File: config.mk
export PLATFORM = sky130hd
export DESIGN_NAME = serial_dac_rx
export DESIGN_NICKNAME = d
export VERILOG_FILES = /design/src/rtl/sdr_pkg.sv /design/src/rtl/sdr_sync.sv /design/src/rtl/sdr_frame.sv /design/src/rtl/sdr_regs.sv /design/src/rtl/serial_dac_rx.sv
export SDC_FILE = /design/constraint.sdc
export NUM_CORES = 1
export LEC_CHECK = 0
export BUFFER_PORTS_ARGS = -buffer_cell sky130_fd_sc_hd__buf_4
export CAP_MARGIN = 20
export CORE_UTILIZATION = 55
export CTS_BUF_LIST = sky130_fd_sc_hd__clkbuf_8
export DETAILED_ROUTE_END_ITERATION = 10
export GPL_ROUTABILITY_DRIVEN = 0
export PLACE_DENSITY = 0.75
export SLEW_MARGIN = 10
export SYNTH_ARGS = -nofsm -noshare
export SYNTH_HDL_FRONTEND = slang
export SYNTH_SLANG_ARGS = --single-unit
File: constraint.sdc
create_clock -name clk -period 3.7 [get_ports clk]
set_clock_uncertainty 0.2 [all_clocks]
set_input_delay 0.555 -clock clk [delete_from_list [all_inputs] [get_ports clk]]
set_output_delay 0.555 -clock clk [all_outputs]
set_load 0.005 [all_outputs]
File: src/rtl/sdr_pkg.sv
package sdr_pkg;

  typedef enum logic [1:0] {
    SEL_DATA = 2'b00,
    SEL_RSVA = 2'b01,
    SEL_RSVB = 2'b10,
    SEL_CTRL = 2'b11
  } sel_e;

  typedef enum logic [1:0] {
    REF_EXT_A = 2'b00,
    REF_INT_LO = 2'b01,
    REF_INT_HI = 2'b10,
    REF_EXT_B = 2'b11
  } ref_e;

  localparam int HDR_W = 4;

  function automatic sel_e hdr_sel(input logic top_bit, input logic low_bit);
    return sel_e'({top_bit, low_bit});
  endfunction

endpackage

File: src/rtl/sdr_sync.sv
module sdr_sync #(
  parameter int W = 4,
  parameter int STAGES = 2,
  parameter logic [W-1:0] INIT = '0
) (
  input  logic         clk,
  input  logic         rst,
  input  logic [W-1:0] d,
  output logic [W-1:0] q,
  output logic [W-1:0] q_prev
);

  logic [W-1:0] chain [STAGES+1];

  always_ff @(posedge clk) begin
    if (rst) begin
      for (int i = 0; i <= STAGES; i++) chain[i] <= INIT;
    end else begin
      chain[0] <= d;
      for (int i = 1; i <= STAGES; i++) chain[i] <= chain[i-1];
    end
  end

  assign q      = chain[STAGES-1];
  assign q_prev = chain[STAGES];

endmodule

File: src/rtl/sdr_frame.sv
module sdr_frame #(
  parameter int WORD_W = 16
) (
  input  logic              clk,
  input  logic              rst,
  input  logic              cs_n,
  input  logic              fs,
  input  logic              fs_prev,
  input  logic              sclk,
  input  logic              sclk_prev,
  input  logic              din,
  output logic              commit_o,
  output logic [WORD_W-1:0] word_o
);

  localparam int CNT_W = $clog2(WORD_W + 1);
  localparam logic [CNT_W-1:0] FULL = CNT_W'(WORD_W);

  logic              active;
  logic [CNT_W-1:0]  cnt;
  logic [WORD_W-1:0] sh;
  logic              fs_fall, fs_rise, sc_fall, sc_rise;

  assign fs_fall = fs_prev & ~fs;
  assign fs_rise = ~fs_prev & fs;
  assign sc_fall = sclk_prev & ~sclk;
  assign sc_rise = ~sclk_prev & sclk;

  always_ff @(posedge clk) begin
    if (rst) begin
      active   <= 1'b0;
      cnt      <= '0;
      sh       <= '0;
      commit_o <= 1'b0;
      word_o   <= '0;
    end else begin
      commit_o <= 1'b0;
      if (cs_n) begin
        active <= 1'b0;
        cnt    <= '0;
      end else if (fs_fall) begin
        active <= 1'b1;
        cnt    <= '0;
        sh     <= '0;
      end else if (active) begin
        if (fs_rise) begin
          active <= 1'b0;
          if (cnt != '0) begin
            commit_o <= 1'b1;
            word_o   <= sh;
          end
        end else if (sc_fall && (cnt < FULL)) begin
          sh  <= {sh[WORD_W-2:0], din};
          cnt <= cnt + 1'b1;
        end else if (sc_rise && (cnt == FULL)) begin
          active   <= 1'b0;
          commit_o <= 1'b1;
          word_o   <= sh;
        end
      end
    end
  end

endmodule

File: src/rtl/sdr_regs.sv
module sdr_regs
  import sdr_pkg::*;
#(
  parameter int CODE_W = 12,
  localparam int WORD_W = CODE_W + HDR_W
) (
  input  logic              clk,
  input  logic              rst,
  input  logic              commit,
  input  logic [WORD_W-1:0] word,
  output logic [CODE_W-1:0] code_o,
  output logic              upd_o,
  output logic              fast_o,
  output logic              pdn_o,
  output logic [1:0]        refsel_o
);

  sel_e sel;
  assign sel = hdr_sel(word[WORD_W-1], word[WORD_W-4]);

  always_ff @(posedge clk) begin
    if (rst) begin
      code_o   <= '0;
      upd_o    <= 1'b0;
      fast_o   <= 1'b0;
      pdn_o    <= 1'b0;
      refsel_o <= REF_EXT_A;
    end else begin
      upd_o <= 1'b0;
      if (commit) begin
        unique case (sel)
          SEL_DATA: begin
            code_o <= word[CODE_W-1:0];
            upd_o  <= 1'b1;
            fast_o <= word[WORD_W-2];
            pdn_o  <= word[WORD_W-3];
          end
          SEL_CTRL: begin
            refsel_o <= word[1:0];
            fast_o   <= word[WORD_W-2];
            pdn_o    <= word[WORD_W-3];
          end
          default: ;
        endcase
      end
    end
  end

endmodule

File: src/rtl/serial_dac_rx.sv
module serial_dac_rx #(
  parameter int CODE_W = 12,
  parameter int SYNC_STAGES = 2
) (
  input  logic              clk,
  input  logic              rst,
  input  logic              csn_i,
  input  logic              fs_i,
  input  logic              sclk_i,
  input  logic              din_i,
  output logic [CODE_W-1:0] code_o,
  output logic              upd_o,
  output logic              fast_o,
  output logic              pdn_o,
  output logic [1:0]        refsel_o
);

  localparam int WORD_W = CODE_W + sdr_pkg::HDR_W;

  logic [3:0]        pins_s, pins_p;
  logic              frm_commit;
  logic [WORD_W-1:0] frm_word;

  sdr_sync #(.W(4), .STAGES(SYNC_STAGES), .INIT(4'b1100)) u_sync (
    .clk    (clk),
    .rst    (rst),
    .d      ({csn_i, fs_i, sclk_i, din_i}),
    .q      (pins_s),
    .q_prev (pins_p)
  );

  sdr_frame #(.WORD_W(WORD_W)) u_frame (
    .clk       (clk),
    .rst       (rst),
    .cs_n      (pins_s[3]),
    .fs        (pins_s[2]),
    .fs_prev   (pins_p[2]),
    .sclk      (pins_s[1]),
    .sclk_prev (pins_p[1]),
    .din       (pins_s[0]),
    .commit_o  (frm_commit),
    .word_o    (frm_word)
  );

  sdr_regs #(.CODE_W(CODE_W)) u_regs (
    .clk      (clk),
    .rst      (rst),
    .commit   (frm_commit),
    .word     (frm_word),
    .code_o   (code_o),
    .upd_o    (upd_o),
    .fast_o   (fast_o),
    .pdn_o    (pdn_o),
    .refsel_o (refsel_o)
  );

endmodule

==> reports/metrics.yaml <==
critical_path:
  cp_max_fo: 17
  critPathSlowestCell: "or4_4"
  path_cells: "inv_1 -> ha_1 -> or3b_4 -> or4_4 -> a21oi_4 -> a22o_2"
  required_ns: 3.78
  critPathLaunchType: "flip-flop"
  cp-end-kind: "flip-flop"
  cp.arrival_ns: 2.34
  crit_path_max_incr_delay_ns: 0.45
  critPathKind: "reg -> reg"
synth:
  netlist_area_um2: 2450
  ys_types: 35
  syn_inst: 248
  synth_edf_count: 0
  syn_avg_cell_area_um2: 9.87
  ys_async_sr_fraction_pct: 0
  synthFlopType: "dfxtp_1"
  syn-num-nets: 258
  ys_warn_count: 0
  ys_seq_area_share_pct: 54.0
  ys_ff_latch: 66
sta:
  slew_viol_final: 0
  fin_tns_setup_ns: 0
  setup_viol_count_final: 0
  setup_slack_ns: 1.43
  fmax_mhz: 441
  fin_crit_ns: 2.27
  period_share_pct: 61.2
  worst_pin_slew_ns: 0.616
  finalHoldViolCount: 0
  maxSlewHeadroom_pct: 58.9
  rsz0062_at_grt: "false"
drt:
  drt_iter0_markers: 72
  detail-route-antenna-nets: 0
  wl_per_cell_um: 12.9
  drc: 0
  wl_um: 4200
  via_per_inst: 5.20
  via_count: 1696
  dr.pass1.iters: 4
clock_tree:
  clk_latency_ns: 0.33
  cts_setup_buffers: 0
  ctsHoldBuffers: 0
  cts.root.buffer_cell: "clkbuf_8"
  path_clk_slew_ns: 0.08
  cts_tree: "done"
  numCtsBuffers: 9
  ctsResizeCount: 0
  clock-sinks: 66
  clockBufferDepth: 2
  htree_levels: 3
job:
  max-cap-violations: 0
die:
  initial_core_util_pct: 59.1
  die-area_um2: 4720
  core_area_um2: 4140
  dieHeight_um: 68.7
  io_pins: 23
  fp-row-count: 23
  die_x_um: 68.7
power_and_ir_drop:
  ir_drop_mv: 0.244
  p_clk_share_pct: 43.8
  p_switching_w: 0.000297
  seq_power_share_pct: 53.8
  power.internal_w: 0.00103
  p_leak_nw: 1.04
  netSwitchingFraction_pct: 22.3
  power-per-cell-area_nw_per_um2: 473
  combPwrFrac_pct: 2.4
global_routing:
  track_usage_pct: 20.4
  grt_pass1_wl_um: 6900
  overflow: 0
  grt_max_degree: 30
  antenna_found_initial: 0
  grt_pass1_vias: 1532
layout:
  synthToLayoutAreaGrowth_pct: 14.9
  n_fill_cell: 333
  final_nets: 281
  drive_gt1_share_pct: 21.0
  diodes: 0
run_status:
  status: "finished clean"
min_path:
  hp-class: "in -> reg"
placed_design:
  dpl.hpwl_um: 2800
  io_buffer_count: 22
  place_worst_setup_slack_ns: 1.42
## stage by stage
step                      cells  utilization [%]  hold slack (ns)  area, um^2  total power, W
after floorplan             248                -            0.189        2450        0.000758
after global placement      310             63.2            0.192        2620        0.000765
after detailed placement    310             63.2            0.197        2620        0.000765
after CTS                   326             67.9            0.190        2810         0.00134
after global routing        326             67.9            0.189        2810         0.00138
final                       326             67.9            0.198        2810         0.00133
## cell type report
| cell class | count | area (um^2) | area share (%) |
|---|---|---|---|
| Sequential cell | 66 | 1320 | 47.0 |
| Multi-Input combinational cell | 162 | 1030 | 36.5 |
| Clock inverter | 7 | 70.1 | 2.49 |
| Clock buffer | 9 | 124 | 4.40 |
| Inverter | 8 | 30.0 | 1.07 |
| Timing Repair Buffer | 24 | 180 | 6.40 |
| Tap cell | 50 | 62.6 | 2.22 |
## registers in the layout, indices dropped and copies added (netlist names)
| signal | flops |
|---|---|
| u_regs.pdn_o | 1 |
| u_regs.code_o | 12 |
| u_regs.refsel_o | 2 |
| u_sync.chain | 10 |
| u_regs.fast_o | 1 |
| u_regs.upd_o | 1 |
| u_frame.cnt | 5 |
| u_frame.active | 1 |
| u_frame.commit_o | 1 |
| u_frame.word_o | 16 |
| u_frame.sh | 16 |
## cell families (layout without fill, tap and decap cells)
logic type,after synthesis,after routing,share of synthesized area [%]
DFF,66,66,54.0
muxes,18,18,7.36
buffers and inverters,20,48,4.14
xor gates and xnor gates,3,3,1.07
AOI/OAI and AO/OA,39,39,12.6
and+or+nand+nor,98,98,18.9
adders and majority gates,4,4,2.04
## cells in the mapped netlist (all sizes together), types with 2 or more instances
cell	n	area [um^2]
mux2i	18	180
ha	4	50.1
nor2	8	30.0
a22o	16	148
nand3	19	95.1
clkbuf	8	30.0
nand4	3	18.8
inv	7	26.3
xor2	2	17.5
nor2b	5	31.3
dfxtp	66	1320
nand2	50	188
a21oi	17	100
buf	4	41.3
or2	4	25.0
nand2b	2	12.5
## worst paths after layout
path | from | end | slack, ns | depth (start not counted)
min reg2reg | u_sync.chain[0][2] | u_sync.chain[0][6] | 0.22 | 1
min | fs_i | u_sync.chain[0][2] | 0.20 | 2
max | u_frame.cnt[0] | u_frame.word_o[2] | 1.43 | 6
max reg2reg | u_frame.cnt[0] | u_frame.word_o[2] | 1.43 | 6
## power groups by stage
stage | combinational (W) | clock (W) | sequential [W]
4_1_cts | 0.0000316 | 0.000595 | 0.000717
5_1_grt | 0.0000348 | 0.000628 | 0.000717
6_report | 0.0000314 | 0.000584 | 0.000717
2_1_floorplan | 0.0000256 | 0 | 0.000733
3_3_place_gp | 0.0000310 | 0 | 0.000734
3_5_place_dp | 0.0000315 | 0 | 0.000733
## worst max-delay path, delay by kind of cell (launching register included)
family          cells  cell delay, ns
simple gates        2            0.83
compound gates      2            0.61
flops               1            0.32
fa+ha+maj           1            0.16
buf+inv             1            0.08
## cell usage in the layout (no fill, tap or decap), types with 2 or more instances in the layout
cell,n
nand3_1,19
a22o_2,6
buf_4,24
a22o_1,10
mux2i_1,18
nor2b_1,5
clkinv_4,2
nand2_1,50
ha_1,4
nand4_1,3
xor2_1,2
or2_2,4
nor2_1,8
clkinv_2,3
dfxtp_1,66
a21oi_1,15
inv_1,7
clkbuf_8,9
nand2b_1,2
## routing by layer
| layer | vias to the layer above | part of all wire (%) | GRT usage, % |
|---|---|---|---|
| met5 | - | 0 | 0 |
| met4 | 0 | 1.8 | 12.2 |
| met3 | 5 | 3.9 | 4.44 |
| met2 | 34 | 44 | 31.3 |
| met1 | 755 | 51 | 26.1 |
| li1 | 902 | - | - |
(Power assumes the default switching activity.)
